==> src/rtl/dcr_pkg.sv <==
package dcr_pkg;
  localparam int CHAN_W   = 3;
  localparam int NUM_CHAN = (1 << CHAN_W) - 1;
  localparam int INT_W    = 3;
  localparam int FLAG_W   = 5 + INT_W + 2 * CHAN_W;
  localparam int WR_W     = FLAG_W - 2;

  typedef struct packed {
    logic              busy;
    logic              pen;
    logic              ready;
    logic              y_only;
    logic              x_only;
    logic [INT_W-1:0]  inten;
    logic [CHAN_W-1:0] pen_chan;
    logic [CHAN_W-1:0] rdy_chan;
  } dcr_flags_t;

  function automatic dcr_flags_t or_writable(dcr_flags_t f, logic [WR_W-1:0] bits);
    logic [FLAG_W-1:0] v;
    v = f;
    v[WR_W-1:0] = v[WR_W-1:0] | bits;
    return dcr_flags_t'(v);
  endfunction

  function automatic logic [NUM_CHAN-1:0] chan_onehot(logic [CHAN_W-1:0] ch, logic en);
    logic [NUM_CHAN-1:0] r;
    r = '0;
    for (int k = 1; k <= NUM_CHAN; k++)
      if (en && ch == CHAN_W'(k)) r[k-1] = 1'b1;
    return r;
  endfunction
endpackage

==> src/rtl/dcr_edge_det.sv <==
module dcr_edge_det (
  input  logic clk,
  input  logic rst_n,
  input  logic lvl,
  output logic fall
);
  logic prev_q;

  always_ff @(posedge clk or negedge rst_n)
    if (!rst_n) prev_q <= 1'b0;
    else        prev_q <= lvl;

  assign fall = prev_q & ~lvl;

  // a detected end of strobe only ever follows a sampled high level
  a_r7_fall_follows_high: assert property (@(posedge clk) disable iff (!rst_n)
    fall |-> $past(lvl));
endmodule

==> src/rtl/dcr_chan_dec.sv <==
module dcr_chan_dec import dcr_pkg::*; (
  input  logic [CHAN_W-1:0]   ch,
  input  logic                en,
  output logic [NUM_CHAN-1:0] req
);
  assign req = chan_onehot(ch, en);

  always_comb begin
    // at most one line per source, none for channel 0 or an idle flag
    a_r8_onehot: assert ($onehot0(req));
    a_r8_zero_off: assert (!((ch == '0 || !en) && req != '0));
  end
endmodule

==> src/rtl/dcr_flag_reg.sv <==
module dcr_flag_reg import dcr_pkg::*; (
  input  logic            clk,
  input  logic            rst_n,
  input  logic            clr,
  input  logic            set,
  input  logic [WR_W-1:0] set_bits,
  input  logic            load,
  input  logic            done,
  input  logic            data_clr,
  input  logic            pen_hit,
  input  logic            rd_end,
  output dcr_flags_t      flags
);
  dcr_flags_t nxt;

  always_comb begin
    nxt = flags;
    if (clr) begin
      nxt = '0;
    end else begin
      if (load)         nxt.busy = 1'b1;
      else if (done)    nxt.busy = 1'b0;
      if (pen_hit)      nxt.pen = 1'b1;
      else if (rd_end)  nxt.pen = 1'b0;
      if (load)         nxt.ready = 1'b1;
      else if (data_clr) nxt.ready = 1'b0;
    end
    if (set) nxt = or_writable(nxt, set_bits);
  end

  always_ff @(posedge clk or negedge rst_n)
    if (!rst_n) flags <= '0;
    else        flags <= nxt;

  // a clear without a set leaves every flag at zero
  a_r1_clear_all: assert property (@(posedge clk) disable iff (!rst_n)
    clr && !set |=> flags == '0);
  // the host set cannot raise busy or pen
  a_r2_no_host_busy: assert property (@(posedge clk) disable iff (!rst_n)
    !flags.busy && !load |=> !flags.busy);
  a_r2_no_host_pen: assert property (@(posedge clk) disable iff (!rst_n)
    !flags.pen && !pen_hit |=> !flags.pen);
  // load sets busy unless cleared in the same cycle
  a_r3_load_busy: assert property (@(posedge clk) disable iff (!rst_n)
    load && !clr |=> flags.busy);
  // pen flag holds without a read end or clear
  a_r4_pen_hold: assert property (@(posedge clk) disable iff (!rst_n)
    flags.pen && !rd_end && !clr |=> flags.pen);
  // data clear drops ready unless load or a set of that bit intervene
  a_r5_ready_drop: assert property (@(posedge clk) disable iff (!rst_n)
    data_clr && !load && !set |=> !flags.ready);
  // the end of a read clears the pen flag unless a hit arrives with it
  a_r7_read_clears: assert property (@(posedge clk) disable iff (!rst_n)
    rd_end && !pen_hit |=> !flags.pen);
endmodule

==> src/rtl/disp_cond_reg.sv <==
module disp_cond_reg import dcr_pkg::*; #(
  parameter int BUS_W = 36
) (
  input  logic                clk,
  input  logic                rst_n,
  input  logic                bus_reset,
  input  logic                cond_clr,
  input  logic                cond_set,
  input  logic [BUS_W-1:0]    wr_word,
  input  logic                stat_rd,
  output logic [BUS_W-1:0]    rd_word,
  input  logic                load_pulse,
  input  logic                done_pulse,
  input  logic                pen_hit,
  input  logic                data_clr,
  output logic [NUM_CHAN-1:0] irq_req,
  output logic                disp_busy,
  output logic                if_ready,
  output logic [INT_W-1:0]    inten,
  output logic                y_only,
  output logic                x_only
);
  localparam int PAD_W = BUS_W - FLAG_W;

  dcr_flags_t          flags;
  logic                any_clr;
  logic                rd_end;
  logic [NUM_CHAN-1:0] pen_req;
  logic [NUM_CHAN-1:0] rdy_req;

  assign any_clr = cond_clr | bus_reset;

  dcr_edge_det u_edge (
    .clk(clk), .rst_n(rst_n), .lvl(stat_rd), .fall(rd_end)
  );

  dcr_flag_reg u_flags (
    .clk(clk), .rst_n(rst_n), .clr(any_clr), .set(cond_set),
    .set_bits(wr_word[WR_W-1:0]), .load(load_pulse), .done(done_pulse),
    .data_clr(data_clr), .pen_hit(pen_hit), .rd_end(rd_end), .flags(flags)
  );

  dcr_chan_dec u_pen_dec (.ch(flags.pen_chan), .en(flags.pen),   .req(pen_req));
  dcr_chan_dec u_rdy_dec (.ch(flags.rdy_chan), .en(flags.ready), .req(rdy_req));

  assign irq_req   = pen_req | rdy_req;
  assign rd_word   = stat_rd ? {{PAD_W{1'b0}}, flags} : '0;
  assign disp_busy = flags.busy;
  assign if_ready  = flags.ready;
  assign inten     = flags.inten;
  assign y_only    = flags.y_only;
  assign x_only    = flags.x_only;

  // nothing outside the flag field ever reaches the bus
  a_r6_pad_zero: assert property (@(posedge clk) disable iff (!rst_n)
    rd_word[BUS_W-1:FLAG_W] == '0);
  // with both sources idle, no request line is high
  a_r8_idle_quiet: assert property (@(posedge clk) disable iff (!rst_n)
    !flags.pen && !flags.ready |-> irq_req == '0);
endmodule

==> config.mk <==
export PLATFORM = sky130hd
export DESIGN_NAME = disp_cond_reg
export DESIGN_NICKNAME = d
export VERILOG_FILES = /design/src/rtl/dcr_pkg.sv /design/src/rtl/dcr_edge_det.sv /design/src/rtl/dcr_chan_dec.sv /design/src/rtl/dcr_flag_reg.sv /design/src/rtl/disp_cond_reg.sv
export SDC_FILE = /design/constraint.sdc
export NUM_CORES = 1
export LEC_CHECK = 0
export BUFFER_PORTS_ARGS = -buffer_cell sky130_fd_sc_hd__buf_4
export CELL_PAD_IN_SITES_DETAIL_PLACEMENT = 2
export CELL_PAD_IN_SITES_GLOBAL_PLACEMENT = 2
export CORE_ASPECT_RATIO = 1.25
export CORE_MARGIN = 2
export CORE_UTILIZATION = 17
export DETAILED_ROUTE_END_ITERATION = 7
export PLACE_DENSITY_LB_ADDON = 0.15
export SLEW_MARGIN = 20
export SYNTH_ARGS = -nofsm -noshare
export SYNTH_HDL_FRONTEND = slang
export SYNTH_SLANG_ARGS = --single-unit
==> constraint.sdc <==
create_clock -name clk -period 1.3 [get_ports clk]
set_clock_uncertainty 0.15 [all_clocks]
set_input_delay 0.13 -clock clk [delete_from_list [all_inputs] [get_ports clk]]
set_output_delay 0.13 -clock clk [all_outputs]
set_load 0.01 [all_outputs]
==> results of run 1 <==
worst min-delay path: stages:
cell	delay, ns
buf_4	0.08
a21oi_1	0.03
nor3_1	0.12
flip-flops by register name (all words and copies together) (netlist names):
name and count:
u_edge.prev_q 1, u_flags.flags 14
path summary, 6_finish.rpt:
check | slack (ns) | to
worst max-delay path | -0.27 | irq_req[3]
worst min-delay path | 0.02 | u_flags.flags[12]
worst max register to register | 0.10 | u_flags.flags[2]
worst min register to register | 0.37 | u_flags.flags[6]
max in group asynchronous | 0.66 | u_flags.flags[3]
min in group asynchronous | 0.14 | u_flags.flags[9]
routing by layer:
| layer | vias up | GRT usage |
|---|---|---|
| li1 | 458 | - |
| met2 | 33 | 0.228 |
| met4 | 0 | 0.0629 |
| met1 | 473 | 0.119 |
| met3 | 2 | 0.0128 |
| met5 | - | 0 |
synthesized netlist by cell type, drive strengths merged:
master  number  area (µm²)
a22o        11        96.3
o22ai        6        37.5
o31ai        1        7.51
clkbuf       1        3.75
a21oi        2        10.0
dfrtp       15         375
nor2         1        3.75
nand2        6        25.0
or3          1        6.26
inv          1        3.75
nand2b       7        43.8
buf         27         200
nor3         2        10.0
and2        14        87.6
nor2b        1        8.76
conb         1        3.75
o21ai        1        5.00
logic make-up after synthesis:
family | synth area share
flip-flops | 0.404
buffers and inverters | 0.224
AND/OR/NAND/NOR | 0.199
other | 0.00404
AO/OA/AOI/OAI | 0.168
per-stage QoR:
step	total power, mW	setup slack (ns)	util	cell area [µm²]	hold slack, ns
after floorplan	0.723	0.107	-	1010	-0.316
after global placement	0.842	0.0286	0.243	1300	-0.146
after detailed placement	0.850	0.0347	0.243	1300	-0.144
after CTS	1.33	-0.231	0.301	1620	0.0207
after global routing	1.48	-0.319	0.336	1810	0.0319
final	1.39	-0.269	0.336	1810	0.0226
layout make-up:
class	count	area, µm²	share of cell area
clock buffers	4	45.0	0.0249
inverters	1	3.75	0.00208
well taps	64	80.1	0.0444
multi-input cells	75	534	0.296
flip-flops and latches	15	379	0.210
repair buffers	87	763	0.423
power breakdown:
part	leakage [nW]	internal, mW	switching (mW)	total [mW]
registers	0.186	0.500	0.0325	0.532
logic	0.686	0.270	0.200	0.470
clock network	0.0228	0.217	0.169	0.386
total	0.894	0.986	0.402	1.39
repair_timing:
item                                    4_1_cts  5_1_grt
pin swaps                                     3        2
buffers inserted                              4       10
hold buffers                                 17        0
endpoints found under the setup margin       11       22
hold endpoints to repair                     30        0
resized for setup                            17       28
==> metrics.txt, run 1 <==
Bufs and invs on worst path 1; routed len/inst 15.4 µm; n_diodes 0; WL met2 2250 µm; setup ws final -0.269 ns; worst hold stages 3; clk sinks 15; clk buf depth 2; crit-path cells or3_1 -> o31ai_2 -> buf_4; CP top delay family simple AND/OR/NAND/NOR gates; Finished Layout Cells 246; Hold Path Class in -> reg; fmax 637 MHz; initial core utilization 0.173; sequential fraction of the synthesis area 0.404; Worst Setup SP u_flags.flags[1]; first-pass GRT wire length 5280 µm; worst r2r src u_flags.flags[2]; Worst setup EP type primary output; total track usage 0.116; via count 966; HPWL Detailed 2430 µm; RSZ-0062 raised after global routing yes; P&R area growth vs syn 94.5%; Final Hold Fails 0; Fin Setup TNS -1.69 ns; Top Metal Used met4; vias in the first global route 989; worst vdd ir 0.000426 V; worst-path fanout max 2; synthesized cell area 928 µm²; die width 70.1 µm; Tcrit/Tclk final 1.21; largest net degree at the start of global routing 17; syn avg cell area 9.47 µm²; commonest non-fill, non-tap cell in the layout buf_4; die area 6070 µm²; CTS tree yes; Clock Latency Late Sink 0.25 ns; DRT antenna net count 0; failing checks negative setup slack; Crit path depth 3; WL final 3780 µm; initial antenna violation count 0; Hold Crit Start pen_hit; Unique masters post-synth 19; Setup CP Type reg -> out; min Tclk post-route 1.57 ns; Root Buffer Master clkbuf_8; aggregate global routing overflow 0; Gate Count Post-Synth 98; Final setup viols 15; DRC viols 0; max cap viols 0; htree depth 1; register bit total from synthesis 15; layout filler cell count 603; number of port buffers 49; global placement routability congestion 0.701; Yosys Warn Count 0; P per Cell Area 769 nW/µm²; clock transition at the registers of the reported paths 0.06 ns; row count 30; Leak 0.894 nW; CP peak stage delay 0.40 ns; CP startpoint kind flop; die height 86.6 µm; max-slew violations 0; Core Box Area 5370 µm²; via/cell ratio 3.93; CP Data Required Time 1.02 ns; WL met3 134 µm; final-stage net count 229; # IOs 96; slowest stage cell, crit path or3_1; Metal-1 WL 1350 µm; Placed Instances 211; layout cells sized above 1 0.544; most frequent cells in the layout 52 x buf_4, 22 x conb_1, 18 x buf_6; 1st-iter DRT viols 17; Reg2Reg Depth 4; status complete, but fails checks; drt pass-1 iters 4; crit path DAT 1.29 ns; TritonCTS buffer count 3
Power figures use the tool's default switching activity.
==> run 2, diff against run 1 <==
==> constraint.sdc (replaced) <==
create_clock -name clk -period 1.3 [get_ports clk]
set_clock_uncertainty 0.15 [all_clocks]
set_input_delay 0.13 -clock clk [delete_from_list [all_inputs] [get_ports clk]]
set_output_delay 0.13 -clock clk [all_outputs]
set_load 0.05 [all_outputs]
==> run 2 against run 1 <==
Net effect:
- the run still ends with negative setup slack left
- critical path depth is 1 higher
- count of clock-buffer cells in the layout did not move
- cell count up 2.0%
- first-iteration DRC count up 5.9%
- maximum frequency is 1.9% lower
- hold slack better by 0.0046 ns
- combinational power grew 67%
==> metrics.txt, run 2 (same netlist as run 1, synthesis figures left out) <==
layout filler cell count 598; layout cells sized above 1 0.594; CTS tree yes; P&R area growth vs syn 113%; Leak 0.947 nW; row count 30; CP top delay family flip-flops; first-pass GRT wire length 5490 µm; global placement routability congestion 0.712; Reg with most FFs u_flags.flags; final-stage net count 234; Finished Layout Cells 251; Fin Setup TNS -2.33 ns; most frequent cells in the layout 47 x buf_4, 24 x buf_6, 22 x conb_1; Pwr Total 1.70 mW; HPWL Detailed 2450 µm; Largest regs u_flags.flags: 14 flops, u_edge.prev_q: 1 flops; Bufs and invs on worst path 1; post-layout util 0.369; worst-path fanout max 3; max cap viols 0; register share of total power 0.313; P per Cell Area 859 nW/µm²; via/cell ratio 3.94; clk buf depth 2; clock transition at the registers of the reported paths 0.06 ns; vias in the first global route 1,061; Final Hold Fails 0; crit path DAT 1.32 ns; failing checks negative setup slack; setup ws final -0.299 ns; Worst setup EP type primary output; WL final 3560 µm; Setup CP Type reg -> out; DRC viols 0; Storage cell area 379 µm²; aggregate global routing overflow 0; 1st-iter DRT viols 18; die width 70.1 µm; commonest non-fill, non-tap cell in the layout buf_4; n_diodes 0; TritonCTS buffer count 3; CP peak stage delay 0.42 ns; RSZ-0062 raised after global routing yes; htree depth 1; Int Pwr 1.03 mW; clk sinks 15; Clock Latency Late Sink 0.24 ns; fmax 625 MHz; largest net degree at the start of global routing 17; initial core utilization 0.173; switching fraction of total power 0.394; CP startpoint kind flop; die area 6070 µm²; Tcrit/Tclk final 1.23; Root Buffer Master clkbuf_8; clock power share 0.225; Worst R2R Setup Slack 0.01 ns; via count 990; CP Data Required Time 1.02 ns; # IOs 96; Placed Instances 217; min Tclk post-route 1.60 ns; Gate power share 0.462; worst vdd ir 0.000342 V; DRT antenna net count 0; initial antenna violation count 0; total track usage 0.116; net switching power 0.671 mW; multi-input combinational cell area 621 µm²; number of port buffers 49; Final setup viols 16; die height 86.6 µm; Core Box Area 5370 µm²; routed len/inst 14.2 µm; max reg flops 14; slowest stage cell, crit path dfrtp_1; status complete, but fails checks; max-slew violations 0; drt pass-1 iters 3; crit-path cells nand2_4 -> or3_4 -> o31ai_4 -> buf_6; Hold Path Class in -> reg
[run 2: cell count changes in the layout (fill, tap and decap cells not counted), sizes merged]
cell,delta
buf,+5
[run 2: path summary, 6_finish.rpt]
check / from / endpoint / cells past startpoint
worst max-delay path: u_flags.flags[2] / irq_req[3] / 4
worst min-delay path: pen_hit / u_flags.flags[12] / 3
worst max register to register: u_flags.flags[11] / u_flags.flags[11] / 5
worst min register to register: u_flags.flags[7] / u_flags.flags[7] / 1
max in group asynchronous: rst_n / u_flags.flags[4] / 2
min in group asynchronous: rst_n / u_flags.flags[10] / 2
[run 2: final cells by class]
class                           count  share of cell area
Timing Repair Buffer               92               0.431
Multi-Input combinational cell     75               0.313
Sequential cell                    15               0.191
Tap cell                           64              0.0404
Clock buffer                        4              0.0227
Inverter                            1             0.00189
[run 2: power by group through the flow]
stage          logic, mW  clock network (mW)  registers (mW)
2_1_floorplan      0.442                   0           0.564
3_3_place_gp       0.609                   0           0.533
3_5_place_dp       0.615                   0           0.535
4_1_cts            0.724               0.394           0.531
5_1_grt            0.825               0.422           0.538
6_report           0.786               0.382           0.533
[run 2: worst reg2reg max path, cell delays in order, from the launching register on]
cell     delay [ns]
dfrtp_2        0.44
buf_4          0.14
buf_6          0.11
nor2b_2        0.15
o21ai_2        0.12
nand2_1        0.07
[run 2: stage by stage]
stage | worst slack [ns] | hold slack (ns) | cell area (µm²)
4_1_cts | -0.319 | 0.0229 | 1830
5_1_grt | -0.353 | 0.0372 | 1980
6_report | -0.299 | 0.0272 | 1980
2_1_floorplan | -0.115 | -0.316 | 1100
3_3_place_gp | -0.0778 | -0.147 | 1440
3_5_place_dp | -0.0780 | -0.143 | 1440
[run 2: routing by layer]
layer  share of wire  track usage
met1            0.35        0.120
met2            0.60        0.234
met3           0.037       0.0116
met4           0.011       0.0524
met5               0            0
[run 2: timing repair]
item | in CTS | in global routing
setup buffers | 5 | 9
pin swaps | 2 | 2
hold buffers | 17 | 0
gates resized for setup | 38 | 26
endpoints found under the setup margin | 17 | 27
endpoints found under the hold margin | 30 | 0
==> run 3, diff against run 2 <==
--- a/config.mk
+++ b/config.mk
@@ -12,6 +12,7 @@
 export CORE_MARGIN = 2
 export CORE_UTILIZATION = 17
 export DETAILED_ROUTE_END_ITERATION = 7
+export GPL_TIMING_DRIVEN = 0
 export PLACE_DENSITY_LB_ADDON = 0.15
 export SLEW_MARGIN = 20
 export SYNTH_ARGS = -nofsm -noshare
==> run 3 against run 2 <==
Net effect:
- the flow still finishes with violations (negative setup slack)
- register-to-register slack gained 0.14 ns
- core utilization grew 2.4 points
- die area is the same
- sequential share of layout area shrank 1.0 points
- largest power group unchanged
==> metrics.txt, run 3 (same netlist as run 1, synthesis figures left out) <==
status complete, but fails checks; failing checks negative setup slack; die width 70.1 µm; most frequent cells in the layout 74 x buf_4, 22 x conb_1, 18 x dlygate4sd3_1, 18 x buf_6, 11 x a22o_1; Final setup viols 13; WL met3 142 µm; Core Box Area 5370 µm²; Placed Instances 232; fmax 620 MHz; worst r2r src u_flags.flags[1]; RSZ-0062 raised after global routing yes; setup ws final -0.313 ns; total track usage 0.126; Storage cell area 382 µm²; worst hold stages 3; number of port buffers 49; initial antenna violation count 0; largest net degree at the start of global routing 16; P per Cell Area 822 nW/µm²; DRC viols 0; DRT antenna net count 0; Fin Setup TNS -2.36 ns; Worst Setup SP u_flags.flags[1]; CTS tree yes; multi-input combinational cell area 591 µm²; die height 86.6 µm; row count 30; Setup CP Type reg -> out; crit-path cells or3_4 -> o31ai_4 -> buf_6; CP peak stage delay 0.42 ns; CP startpoint kind flop; Leak 1.08 nW; clock transition at the registers of the reported paths 0.06 ns; TritonCTS buffer count 3; Finished Layout Cells 275; min Tclk post-route 1.61 ns; initial core utilization 0.173; clk buf depth 2; worst-path fanout max 4; CP Data Required Time 1.02 ns; Hold Slack 0.0338 ns; 1st-iter DRT viols 25; worst vdd ir 0.000329 V; drt pass-1 iters 3; Reg2Reg Depth 3; Metal-1 WL 1290 µm; aggregate global routing overflow 0; WL final 3840 µm; via/cell ratio 3.89; Hold Path Class in -> reg; # IOs 96; Clock Latency Late Sink 0.25 ns; n_diodes 0; Hold Path Sink u_flags.flags[12]; max-slew violations 0; Final Hold Fails 0; die area 6070 µm²; layout cells sized above 1 0.630; clk sinks 15; max cap viols 0; r2r endpoint u_flags.flags[1]; routed len/inst 14.0 µm; global placement routability congestion 0.673; layout filler cell count 617; htree depth 1; via count 1,070; Largest regs u_flags.flags: 14 flops, u_edge.prev_q: 1 flops; Worst R2R Setup Slack 0.15 ns; P&R area growth vs syn 127%; Hold Crit Start pen_hit; WL met2 2330 µm; commonest non-fill, non-tap cell in the layout buf_4; first-pass GRT wire length 5880 µm; vias in the first global route 1,158; HPWL Detailed 2600 µm; Worst setup EP type primary output; Reg with most FFs u_flags.flags; Root Buffer Master clkbuf_8; crit path DAT 1.33 ns; max reg flops 14; Top Metal Used met4; Bufs and invs on worst path 1; Tcrit/Tclk final 1.24; slowest stage cell, crit path dfrtp_1; final-stage net count 258; CP top delay family flip-flops
-- run 3: metal layers --
metal,GRT usage,vias up
met5,0,-
met4,0.0577,0
met3,0.00814,5
met2,0.254,36
met1,0.132,517
li1,-,512
-- run 3: metrics by stage --
stage	setup slack [ns]	power, mW	util	area, µm²
after floorplan	-0.115	1.01	-	1100
after global placement	-0.109	1.17	0.288	1540
after detailed placement	-0.116	1.18	0.288	1540
after CTS	-0.293	1.70	0.373	2000
after global routing	-0.343	1.83	0.393	2110
final	-0.313	1.73	0.393	2110
-- run 3: worst max path at each step --
stage | endpoint | slack [ns] | cells after the start
after floorplan | irq_req[3] | -0.12 | 3
final | irq_req[3] | -0.31 | 3
after global routing | irq_req[3] | -0.34 | 4
after global placement | irq_req[3] | -0.11 | 4
after CTS | irq_req[3] | -0.29 | 3
after detailed placement | irq_req[3] | -0.12 | 4
-- run 3: power by group --
group | switching (mW) | internal (mW) | leakage, nW
logic | 0.472 | 0.350 | 0.875
clock network | 0.158 | 0.217 | 0.0228
registers | 0.0372 | 0.501 | 0.183
-- run 3: area by class of cell --
| cell class | count | area share |
|---|---|---|
| Inverter | 1 | 0.00178 |
| Tap cell | 64 | 0.0380 |
| Timing Repair Buffer | 88 | 0.381 |
| Buffer | 28 | 0.0973 |
| Clock buffer | 4 | 0.0214 |
| Multi-Input combinational cell | 75 | 0.280 |
| Sequential cell | 15 | 0.181 |
-- run 3: worst reg2reg max path: stages, from the launching register on --
cell and delay [ns]:
dfrtp_1 0.42, buf_4 0.15, buf_4 0.13, a22o_1 0.19
-- run 3: timing repair --
action | CTS | global route
resized for setup | 35 | 20
hold buffers | 18 | 0
endpoints found under the hold margin | 30 | 0
setup buffers | 16 | 7
endpoints found under the setup margin | 21 | 19
pin swaps | 1 | 0
